`src/rtl/fpcc_pkg.sv`:
```
package fpcc_pkg;

   localparam int CLS_N    = 5;
   localparam int CLS_ZERO = 0;
   localparam int CLS_SUB  = 1;
   localparam int CLS_NORM = 2;
   localparam int CLS_INF  = 3;
   localparam int CLS_NAN  = 4;

   typedef logic [CLS_N-1:0] cls_vec_t;

endpackage

```
`src/rtl/fpcc_classify.sv`:
```
module fpcc_classify
   import fpcc_pkg::*;
#(
   parameter int EXP_W  = 8,
   parameter int FRAC_W = 23,
   localparam int W     = EXP_W + FRAC_W + 1,
   localparam int MAG_W = EXP_W + FRAC_W
) (
   input  logic [W-1:0]     op_i,
   output cls_vec_t         cls_o,
   output logic             sign_o,
   output logic [MAG_W-1:0] mag_o,
   output logic             neg_o,
   output logic             pos_o
);

   logic [EXP_W-1:0]  exp_f;
   logic [FRAC_W-1:0] frac_f;
   logic              exp_lo, exp_hi, frac_z;

   assign exp_f  = op_i[W-2 -: EXP_W];
   assign frac_f = op_i[FRAC_W-1:0];
   assign sign_o = op_i[W-1];
   assign mag_o  = op_i[MAG_W-1:0];

   assign exp_lo = (exp_f == '0);
   assign exp_hi = (exp_f == '1);
   assign frac_z = (frac_f == '0);

   always_comb begin
      cls_o           = '0;
      cls_o[CLS_ZERO] = exp_lo & frac_z;
      cls_o[CLS_SUB]  = exp_lo & ~frac_z;
      cls_o[CLS_NORM] = ~exp_lo & ~exp_hi;
      cls_o[CLS_INF]  = exp_hi & frac_z;
      cls_o[CLS_NAN]  = exp_hi & ~frac_z;
   end

   assign neg_o = sign_o & ~cls_o[CLS_NAN];
   assign pos_o = ~sign_o & ~cls_o[CLS_NAN];

   always_comb begin
      assert_class_onehot_R1: assert ($onehot(cls_o))
         else $error("class vector not one-hot: %b", cls_o);
      assert_sign_exclusive_R2: assert (!(neg_o && pos_o))
         else $error("operand both negative and positive");
      assert_nan_unsigned_R2: assert (!(cls_o[CLS_NAN] && (neg_o || pos_o)))
         else $error("NaN operand reports a sign");
   end

endmodule

```
`src/rtl/fpcc_order.sv`:
```
module fpcc_order #(
   parameter int MAG_W = 31
) (
   input  logic             x_sign_i,
   input  logic [MAG_W-1:0] x_mag_i,
   input  logic             y_sign_i,
   input  logic [MAG_W-1:0] y_mag_i,
   output logic             below_o
);

   logic mag_lt, mag_gt;

   assign mag_lt = (x_mag_i < y_mag_i);
   assign mag_gt = (x_mag_i > y_mag_i);

   always_comb begin
      if (x_sign_i != y_sign_i) begin
         below_o = x_sign_i;
      end else if (x_sign_i) begin
         below_o = mag_gt;
      end else begin
         below_o = mag_lt;
      end
   end

   always_comb begin
      assert_equal_not_below_R8: assert (!(below_o && x_sign_i == y_sign_i && x_mag_i == y_mag_i))
         else $error("identical encodings ordered as below");
   end

endmodule

```
`src/rtl/fpcc_relate.sv`:
```
module fpcc_relate (
   input  logic a_zero_i,
   input  logic a_nan_i,
   input  logic b_zero_i,
   input  logic b_nan_i,
   input  logic a_below_b_i,
   input  logic b_below_a_i,
   output logic eq_o,
   output logic lt_o,
   output logic le_o,
   output logic gt_o,
   output logic ge_o,
   output logic tord_valid_o,
   output logic tord_lt_o
);

   logic any_nan, both_zero, same_enc;

   assign any_nan   = a_nan_i | b_nan_i;
   assign both_zero = a_zero_i & b_zero_i;
   assign same_enc  = ~a_below_b_i & ~b_below_a_i;

   assign tord_valid_o = ~any_nan;
   assign tord_lt_o    = ~any_nan & a_below_b_i;

   assign eq_o = ~any_nan & (both_zero | same_enc);
   assign lt_o = ~any_nan & ~both_zero & a_below_b_i;
   assign gt_o = ~any_nan & ~both_zero & b_below_a_i;
   assign le_o = lt_o | eq_o;
   assign ge_o = gt_o | eq_o;

   always_comb begin
      assert_nan_all_false_R3: assert (!(any_nan && (eq_o || lt_o || le_o || gt_o || ge_o || tord_lt_o)))
         else $error("relation true with NaN operand");
      assert_zero_pair_equal_R4: assert (!(both_zero && !any_nan && !(eq_o && !lt_o && !gt_o)))
         else $error("signed zeros not equal");
      assert_lt_gt_exclusive_R6: assert (!(lt_o && gt_o))
         else $error("lt and gt both set");
      assert_order_antisym_R8: assert (!(a_below_b_i && b_below_a_i))
         else $error("each operand below the other");
      assert_eq_excludes_lt_R7: assert (!(eq_o && (lt_o || gt_o)))
         else $error("eq together with strict relation");
   end

endmodule

```
`src/rtl/fpcc_unit.sv`:
```
module fpcc_unit
   import fpcc_pkg::*;
#(
   parameter int EXP_W  = 8,
   parameter int FRAC_W = 23,
   localparam int W     = EXP_W + FRAC_W + 1,
   localparam int MAG_W = EXP_W + FRAC_W
) (
   input  logic [W-1:0]     a_i,
   input  logic [W-1:0]     b_i,
   output logic [CLS_N-1:0] a_class_o,
   output logic [CLS_N-1:0] b_class_o,
   output logic             a_neg_o,
   output logic             a_pos_o,
   output logic             b_neg_o,
   output logic             b_pos_o,
   output logic             eq_o,
   output logic             lt_o,
   output logic             le_o,
   output logic             gt_o,
   output logic             ge_o,
   output logic             tord_valid_o,
   output logic             tord_lt_o
);

   if (EXP_W < 2) begin : g_bad_exp
      $error("EXP_W must be at least 2");
   end
   if (FRAC_W < 1) begin : g_bad_frac
      $error("FRAC_W must be at least 1");
   end

   localparam int NOPS = 2;

   logic [NOPS-1:0][W-1:0]     ops;
   cls_vec_t                   cls   [NOPS];
   logic [NOPS-1:0]            sgn;
   logic [NOPS-1:0][MAG_W-1:0] mag;
   logic [NOPS-1:0]            neg, pos;
   logic [NOPS-1:0]            below;

   assign ops[0] = a_i;
   assign ops[1] = b_i;

   for (genvar k = 0; k < NOPS; k++) begin : g_cls
      fpcc_classify #(.EXP_W(EXP_W), .FRAC_W(FRAC_W)) u_cls (
         .op_i   (ops[k]),
         .cls_o  (cls[k]),
         .sign_o (sgn[k]),
         .mag_o  (mag[k]),
         .neg_o  (neg[k]),
         .pos_o  (pos[k])
      );
   end

   // direction 0: a below b; direction 1: b below a
   for (genvar d = 0; d < NOPS; d++) begin : g_ord
      fpcc_order #(.MAG_W(MAG_W)) u_ord (
         .x_sign_i (sgn[d]),
         .x_mag_i  (mag[d]),
         .y_sign_i (sgn[NOPS-1-d]),
         .y_mag_i  (mag[NOPS-1-d]),
         .below_o  (below[d])
      );
   end

   fpcc_relate u_rel (
      .a_zero_i     (cls[0][CLS_ZERO]),
      .a_nan_i      (cls[0][CLS_NAN]),
      .b_zero_i     (cls[1][CLS_ZERO]),
      .b_nan_i      (cls[1][CLS_NAN]),
      .a_below_b_i  (below[0]),
      .b_below_a_i  (below[1]),
      .eq_o         (eq_o),
      .lt_o         (lt_o),
      .le_o         (le_o),
      .gt_o         (gt_o),
      .ge_o         (ge_o),
      .tord_valid_o (tord_valid_o),
      .tord_lt_o    (tord_lt_o)
   );

   assign a_class_o = cls[0];
   assign b_class_o = cls[1];
   assign a_neg_o   = neg[0];
   assign a_pos_o   = pos[0];
   assign b_neg_o   = neg[1];
   assign b_pos_o   = pos[1];

   always_comb begin
      assert_le_is_lt_or_eq_R7: assert (le_o == (lt_o | eq_o))
         else $error("le disagrees with lt|eq");
      assert_tord_valid_nan_R8: assert (tord_valid_o == !(a_class_o[CLS_NAN] || b_class_o[CLS_NAN]))
         else $error("tord_valid disagrees with operand classes");
      assert_strict_implies_tord_R5: assert (!(lt_o && !tord_lt_o))
         else $error("numeric lt without bit-level order");
   end

endmodule

```
`config.mk`:
```
export PLATFORM = sky130hd
export DESIGN_NAME = fpcc_unit
export DESIGN_NICKNAME = d
export VERILOG_FILES = /design/src/rtl/fpcc_pkg.sv /design/src/rtl/fpcc_classify.sv /design/src/rtl/fpcc_order.sv /design/src/rtl/fpcc_relate.sv /design/src/rtl/fpcc_unit.sv
export SDC_FILE = /design/constraint.sdc
export NUM_CORES = 1
export LEC_CHECK = 0
export ABC_AREA = 1
export BUFFER_PORTS_ARGS = -buffer_cell sky130_fd_sc_hd__buf_4
export CELL_PAD_IN_SITES_DETAIL_PLACEMENT = 0
export CELL_PAD_IN_SITES_GLOBAL_PLACEMENT = 1
export CORE_MARGIN = 3
export CORE_UTILIZATION = 31
export DETAILED_ROUTE_END_ITERATION = 10
export PLACE_DENSITY = 0.94
export SLEW_MARGIN = 20
export SYNTH_ARGS = -nofsm -noshare
export SYNTH_HDL_FRONTEND = slang
export SYNTH_SLANG_ARGS = --single-unit
```
`constraint.sdc`:
```
create_clock -name vclk -period 4.7
set_input_delay 0.94 -clock vclk [all_inputs]
set_output_delay 0.94 -clock vclk [all_outputs]
set_load 0.01 [all_outputs]
```
* Word level (Yosys, flattened, before mapping) *
Cells that the tools add are included.

word-level totals
  word-level logic and storage cells = 55
  output and inout bits = 21
  input bits = 64
  flip-flop bits (word level) = 0

cells by class
  eq/ne operators = 4
  muxes and demuxes = 4
  reduce and logical (&&, ||, !) cells = 4
  bitwise logic cells = 39
  $lt $le $gt $ge = 4

operator list
  kind                number
  $gt 31x31->1        2
  $lt 31x31->1        2
  $logic_not 23->1    2
  $and 1x1->1         21
  $eq 8x8->1 const B  2
  $logic_not 8->1     2
  $not 1->1           14
  $mux 1              4
  $or 1x1->1          4
  $ne 1x1->1          2

* Logic depth before layout (Yosys ltp) *
  word-level depth = 8
  mapped depth = 18
  mapped depth without buffers = 18

* By module *
A second synthesis with hierarchy kept.

unflattened totals
  cell total of the unflattened synthesis = 480
  area total of the unflattened synthesis = 2,805.2 um2

modules (own cells, without submodules)
  module         cells an instance  times used  area an instance (um2)  sequential area each (um2)
  fpcc_order     158                2           915.9                   0.0
  fpcc_classify  74                 2           447.9                   0.0
  fpcc_relate    16                 1           77.6                    0.0

* Worst setup path after synthesis *
Ideal clock, no wire load.

  kind = in2out
  start point = in a_i[30]
  end point = out le_o
  buffers on the path = 0
  cell stages on the path = 16
  data required time = 3.760 ns
  slack = 1.505 ns
  data arrival time = 2.255 ns
  cells stage by stage = inv_1 ha_1 nand2_1 nor2_2 nand2_2 nor2_2 nand2_1 nand2_1 nor2_2 nand2_4 nand2_4 nand2_2 nand2_2 nor2_4 nand2_1 nand2_1

between the ends
  cells in the longest elaborated chain, start to end = 8
  elaborated cells between the ends (all ways) = 24
  those cells by class = order compare (4); eq/ne (1); mux (4); bitwise (14); reduce/logical (1)

ends and longest elaborated chain
  item                                                 RTL line                            text
  from (decl)                                          fpcc_unit.sv:9                      input logic [W-1:0] a_i,
  $lt 31x31->1 / $gt 31x31->1 (equally long branches)  fpcc_order.sv:13, fpcc_order.sv:14
  $mux 1                                               fpcc_order.sv:19                    end else if (x_sign_i) begin
  $mux 1                                               fpcc_order.sv:17                    if (x_sign_i != y_sign_i) begin
  $not 1->1                                            fpcc_relate.sv:21                   assign same_enc = ~a_below_b_i & ~b_below_a_i;
  $and 1x1->1                                          fpcc_relate.sv:21
  $or 1x1->1                                           fpcc_relate.sv:26                   assign eq_o = ~any_nan & (both_zero | same_enc);
  $and 1x1->1                                          fpcc_relate.sv:26
  $or 1x1->1 (*)                                       fpcc_relate.sv:29                   assign le_o = lt_o | eq_o;
  to (decl)                                            fpcc_unit.sv:19                     output logic le_o,

Every way passes the cells marked *; elsewhere a longest branch is shown, timed or not.

* Worst setup path in the final report *
  start point = in a_i[30]
  end point = out ge_o

between the ends
  cells in the longest elaborated chain, start to end = 8
  elaborated cells between the ends (all ways) = 24
  those cells by class = order compare (4); eq/ne (1); mux (4); bitwise (14); reduce/logical (1)

ends and longest elaborated chain
  item                                                 RTL line                            text
  $lt 31x31->1 / $gt 31x31->1 (equally long branches)  fpcc_order.sv:13, fpcc_order.sv:14
  $mux 1                                               fpcc_order.sv:19
  $mux 1                                               fpcc_order.sv:17
  $not 1->1                                            fpcc_relate.sv:21
  $and 1x1->1                                          fpcc_relate.sv:21
  $or 1x1->1                                           fpcc_relate.sv:26
  $and 1x1->1                                          fpcc_relate.sv:26
  $or 1x1->1 (*)                                       fpcc_relate.sv:30                   assign ge_o = gt_o | eq_o;
  to (decl)                                            fpcc_unit.sv:21                     output logic ge_o,

Marks and branches as above.

==> results_tabular.tex <==
\begin{tabular}{lr}
\hline
Metric & Value \\
\hline
\multicolumn{2}{l}{\textbf{STA}} \\
Setup TNS Final & 0 ns \\
Final worst path period need & about 3.5 ns \\
Max Fclk & between 200 and 300 MHz \\
Max-slew violation count & 0 \\
Tightest Pin Transition & 0.5835 ns \\
Slew HR & 0.6074 \\
Setup-violating endpoint count in the final report & 0 \\
RSZ-0062 raised after global routing & false \\
Crit share post-route & 0.7435 \\
Count of final hold-check violations & 0 \\
\multicolumn{2}{l}{\textbf{Synthesis}} \\
Mean Syn Cell Area & around 5.6 um\^{}2 \\
Post-synthesis cell type count & 21 \\
Main area contributors after synthesis & sky130\_fd\_sc\_hd\_\_ha\_1 29\%, sky130\_fd\_sc\_hd\_\_nand2\_1 19\%, sky130\_fd\_sc\_hd\_\_inv\_1 17\%, sky130\_fd\_sc\_hd\_\_nor4\_1 6.4\%, sky130\_fd\_sc\_hd\_\_nor2\_1 4.7\% \\
Cell accounting for the most synthesized area & sky130\_fd\_sc\_hd\_\_ha\_1 \\
Gate count of the mapped netlist & about 240 \\
Post-synth top area share & 0.2852 \\
Leading cell types by count after synthesis & 70 x sky130\_fd\_sc\_hd\_\_nand2\_1, 61 x sky130\_fd\_sc\_hd\_\_inv\_1, 31 x sky130\_fd\_sc\_hd\_\_ha\_1 \\
Mapped Area & 1360 um\^{}2 \\
Most frequently used cell type in the post-synthesis netlist & sky130\_fd\_sc\_hd\_\_nand2\_1 \\
Post-synthesis sequential area ratio & 0 \\
Syn\_nets & 336 \\
Warnings, synthesis & 0 \\
\multicolumn{2}{l}{\textbf{Route}} \\
Residual DRC & 0 \\
Router iterations before antenna repair & 2 \\
Routed wire length & around 3600 um \\
Final routed wire length divided by cell count & 9.637 um \\
DRC violation total after the first TritonRoute iteration & 35 \\
Vias after detailed routing & 1590 \\
Antenna-violating nets left & 0 \\
Vias per inst & around 4.3 \\
\multicolumn{2}{l}{\textbf{Clocking}} \\
Post-CTS setup buffer count & 0 \\
CTS-repair resized insts & 0 \\
Cts hold-fix bufs & 0 \\
\multicolumn{2}{l}{\textbf{Final layout}} \\
Number of fillers in the final layout & roughly 450 \\
Final net count & between 400 and 500 \\
Final antenna diode count & 0 \\
Share of cells above drive strength 1 & 0.3323 \\
Finished layout cell area & between 2000 and 2500 um\^{}2 \\
Num sequential & 0 \\
Area growth, synth to finish & 49.31\% \\
Register cell area after layout & 0 um\^{}2 \\
Clock buffer count in the final layout & 0 \\
Post-layout instance count excluding filler cells & about 370 \\
\multicolumn{2}{l}{\textbf{Critical path}} \\
Worst endpoint data arrival time & about 2.6 ns \\
Cell with the largest stage delay on the worst path & sky130\_fd\_sc\_hd\_\_ha\_1 \\
Crit-path cells & buf\_4 -> inv\_1 -> ha\_1 -> nand2\_1 -> nor2\_2 -> nand2\_2 -> nor2\_2 -> nand2\_1 -> nand2\_1 -> nor2\_2 -> nand2\_4 -> nand2\_4 -> nand2\_2 -> nand2\_2 -> nand2\_1 -> nand2\_1 -> nand2\_2 -> nand2\_1 -> buf\_4 \\
CP most frequent cell & sky130\_fd\_sc\_hd\_\_nand2\_1 \\
Maximum fanout along the worst path & 3 \\
Worst Path Required & 3.76 ns \\
Critical path endpoint category & output port \\
Critical Setup Path Class & input port to output port \\
Setup crit start kind & input port \\
Slowest stage delay, CP & $\sim$0.28 ns \\
\multicolumn{2}{l}{\textbf{Placement}} \\
Number of cells in the design after placement & 372 \\
Post-DP HPWL & 3411 um \\
RD Place Congestion & approximately 0.8 \\
Number of port buffers & 85 \\
Total cell area at the placement stage & about 2000 um\^{}2 \\
\multicolumn{2}{l}{\textbf{GRT}} \\
Pin count of the biggest net entering global routing & 5 \\
Total routing usage reported by global routing & 0.1288 \\
Antenna violations before repair & 0 \\
Wire length of the first global-routing pass & slightly below 6000 um \\
Gr ovfl total & 0 \\
Number of global-route vias before repair & 1481 \\
\multicolumn{2}{l}{\textbf{Floorplanning}} \\
Area inside the core boundary & about 4000 um\^{}2 \\
Number of rows in the core area & 23 \\
Die outline width & around 72 um \\
I/O pins & 85 \\
Effective utilization at floorplan & 0.3305 \\
Vertical die dimension & 72.24 um \\
Total die area & $\sim$5200 um\^{}2 \\
\multicolumn{2}{l}{\textbf{Power and ir drop}} \\
Worst VDD drop & a little over 30 uV \\
Reported leakage power & roughly 0.0013 uW \\
Power per Cell Area & 79.14 nW/um\^{}2 \\
\multicolumn{2}{l}{\textbf{Min path}} \\
Min-Delay Path Class & input port to output port \\
\multicolumn{2}{l}{\textbf{Run}} \\
Number of maximum-capacitance constraint violations & 0 \\
\multicolumn{2}{l}{\textbf{Outcome}} \\
Result of the run & finished clean \\
\hline
\end{tabular}
critical path: cells and delay by family:
kind / cells / cell delay (ns)
fa+ha+maj: 1 / 0.28
simple gates: 15 / 1.08
buf+inv: 3 / 0.27
logic make-up (layout without fill, tap and decap cells):
kind of cell	count (synthesis)	count (layout)	synth area share
AO/OA/AOI/OAI	8	8	0.02944
AND/OR/NAND/NOR	133	133	0.4839
buffers and inverters	69	150	0.2015
adder cells (fa/ha/maj)	31	31	0.2852
through the flow:
stage               total power (uW)  setup WS, ns    util  hold slack, ns
floorplan                      84.33         1.505       -           1.928
global placement               160.8         1.190  0.4935           2.146
detailed placement             162.1         1.182  0.4935           2.150
CTS                            163.0         1.181  0.4935           2.152
global route                   183.8         1.018  0.4935           2.167
finish                         160.7         1.206  0.4935           2.148
layout by cell type, fill, tap and decap left out:
cell type / instances
sky130_fd_sc_hd__nand2_1: 70
sky130_fd_sc_hd__nor4_1: 14
sky130_fd_sc_hd__nor4_2: 1
sky130_fd_sc_hd__buf_4: 85
sky130_fd_sc_hd__nand4_2: 1
sky130_fd_sc_hd__inv_1: 61
sky130_fd_sc_hd__a21oi_1: 8
sky130_fd_sc_hd__nor3_1: 1
sky130_fd_sc_hd__nand3_1: 3
sky130_fd_sc_hd__nand4_1: 8
sky130_fd_sc_hd__nand2_2: 6
sky130_fd_sc_hd__nor3b_2: 1
sky130_fd_sc_hd__nor2_4: 1
sky130_fd_sc_hd__nand2_4: 2
sky130_fd_sc_hd__nor2_2: 4
sky130_fd_sc_hd__inv_2: 4
sky130_fd_sc_hd__and2_1: 2
sky130_fd_sc_hd__ha_1: 31
sky130_fd_sc_hd__nand3_2: 1
sky130_fd_sc_hd__nor2_1: 17
sky130_fd_sc_hd__nand3_4: 1
where the power goes:
group / internal [uW] / switching (uW) / leakage (uW) / total (uW)
Sequential: 0 / 0 / 0 / 0
Combinational: 82.7 / 78.0 / 0.00129 / 161
Clock: 0 / 0 / 0 / 0
Total: 82.7 / 78.0 / 0.00129 / 161
worst paths after layout:
check | start | end | depth (start not counted)
setup / recovery | a_i[30] | ge_o | 19
hold / removal | a_i[31] | a_pos_o | 3
final cells by class:
type | instances | area (um^2) | share of cell area
Multi-Input combinational cell | 172 | 1086 | 0.5348
Tap cell | 50 | 62.56 | 0.03081
Timing Repair Buffer | 85 | 638.1 | 0.3142
Inverter | 65 | 244.0 | 0.1201
routing by layer:
| metal | up-vias | track usage | part of all wire |
|---|---|---|---|
| li1 | 915 | - | - |
| met1 | 637 | 0.1750 | 0.47 |
| met2 | 38 | 0.2366 | 0.47 |
| met3 | 0 | 0.006925 | 0.059 |
| met4 | 0 | 0 | 0 |
| met5 | - | 0 | 0 |
Power figures use the tool's default switching activity.
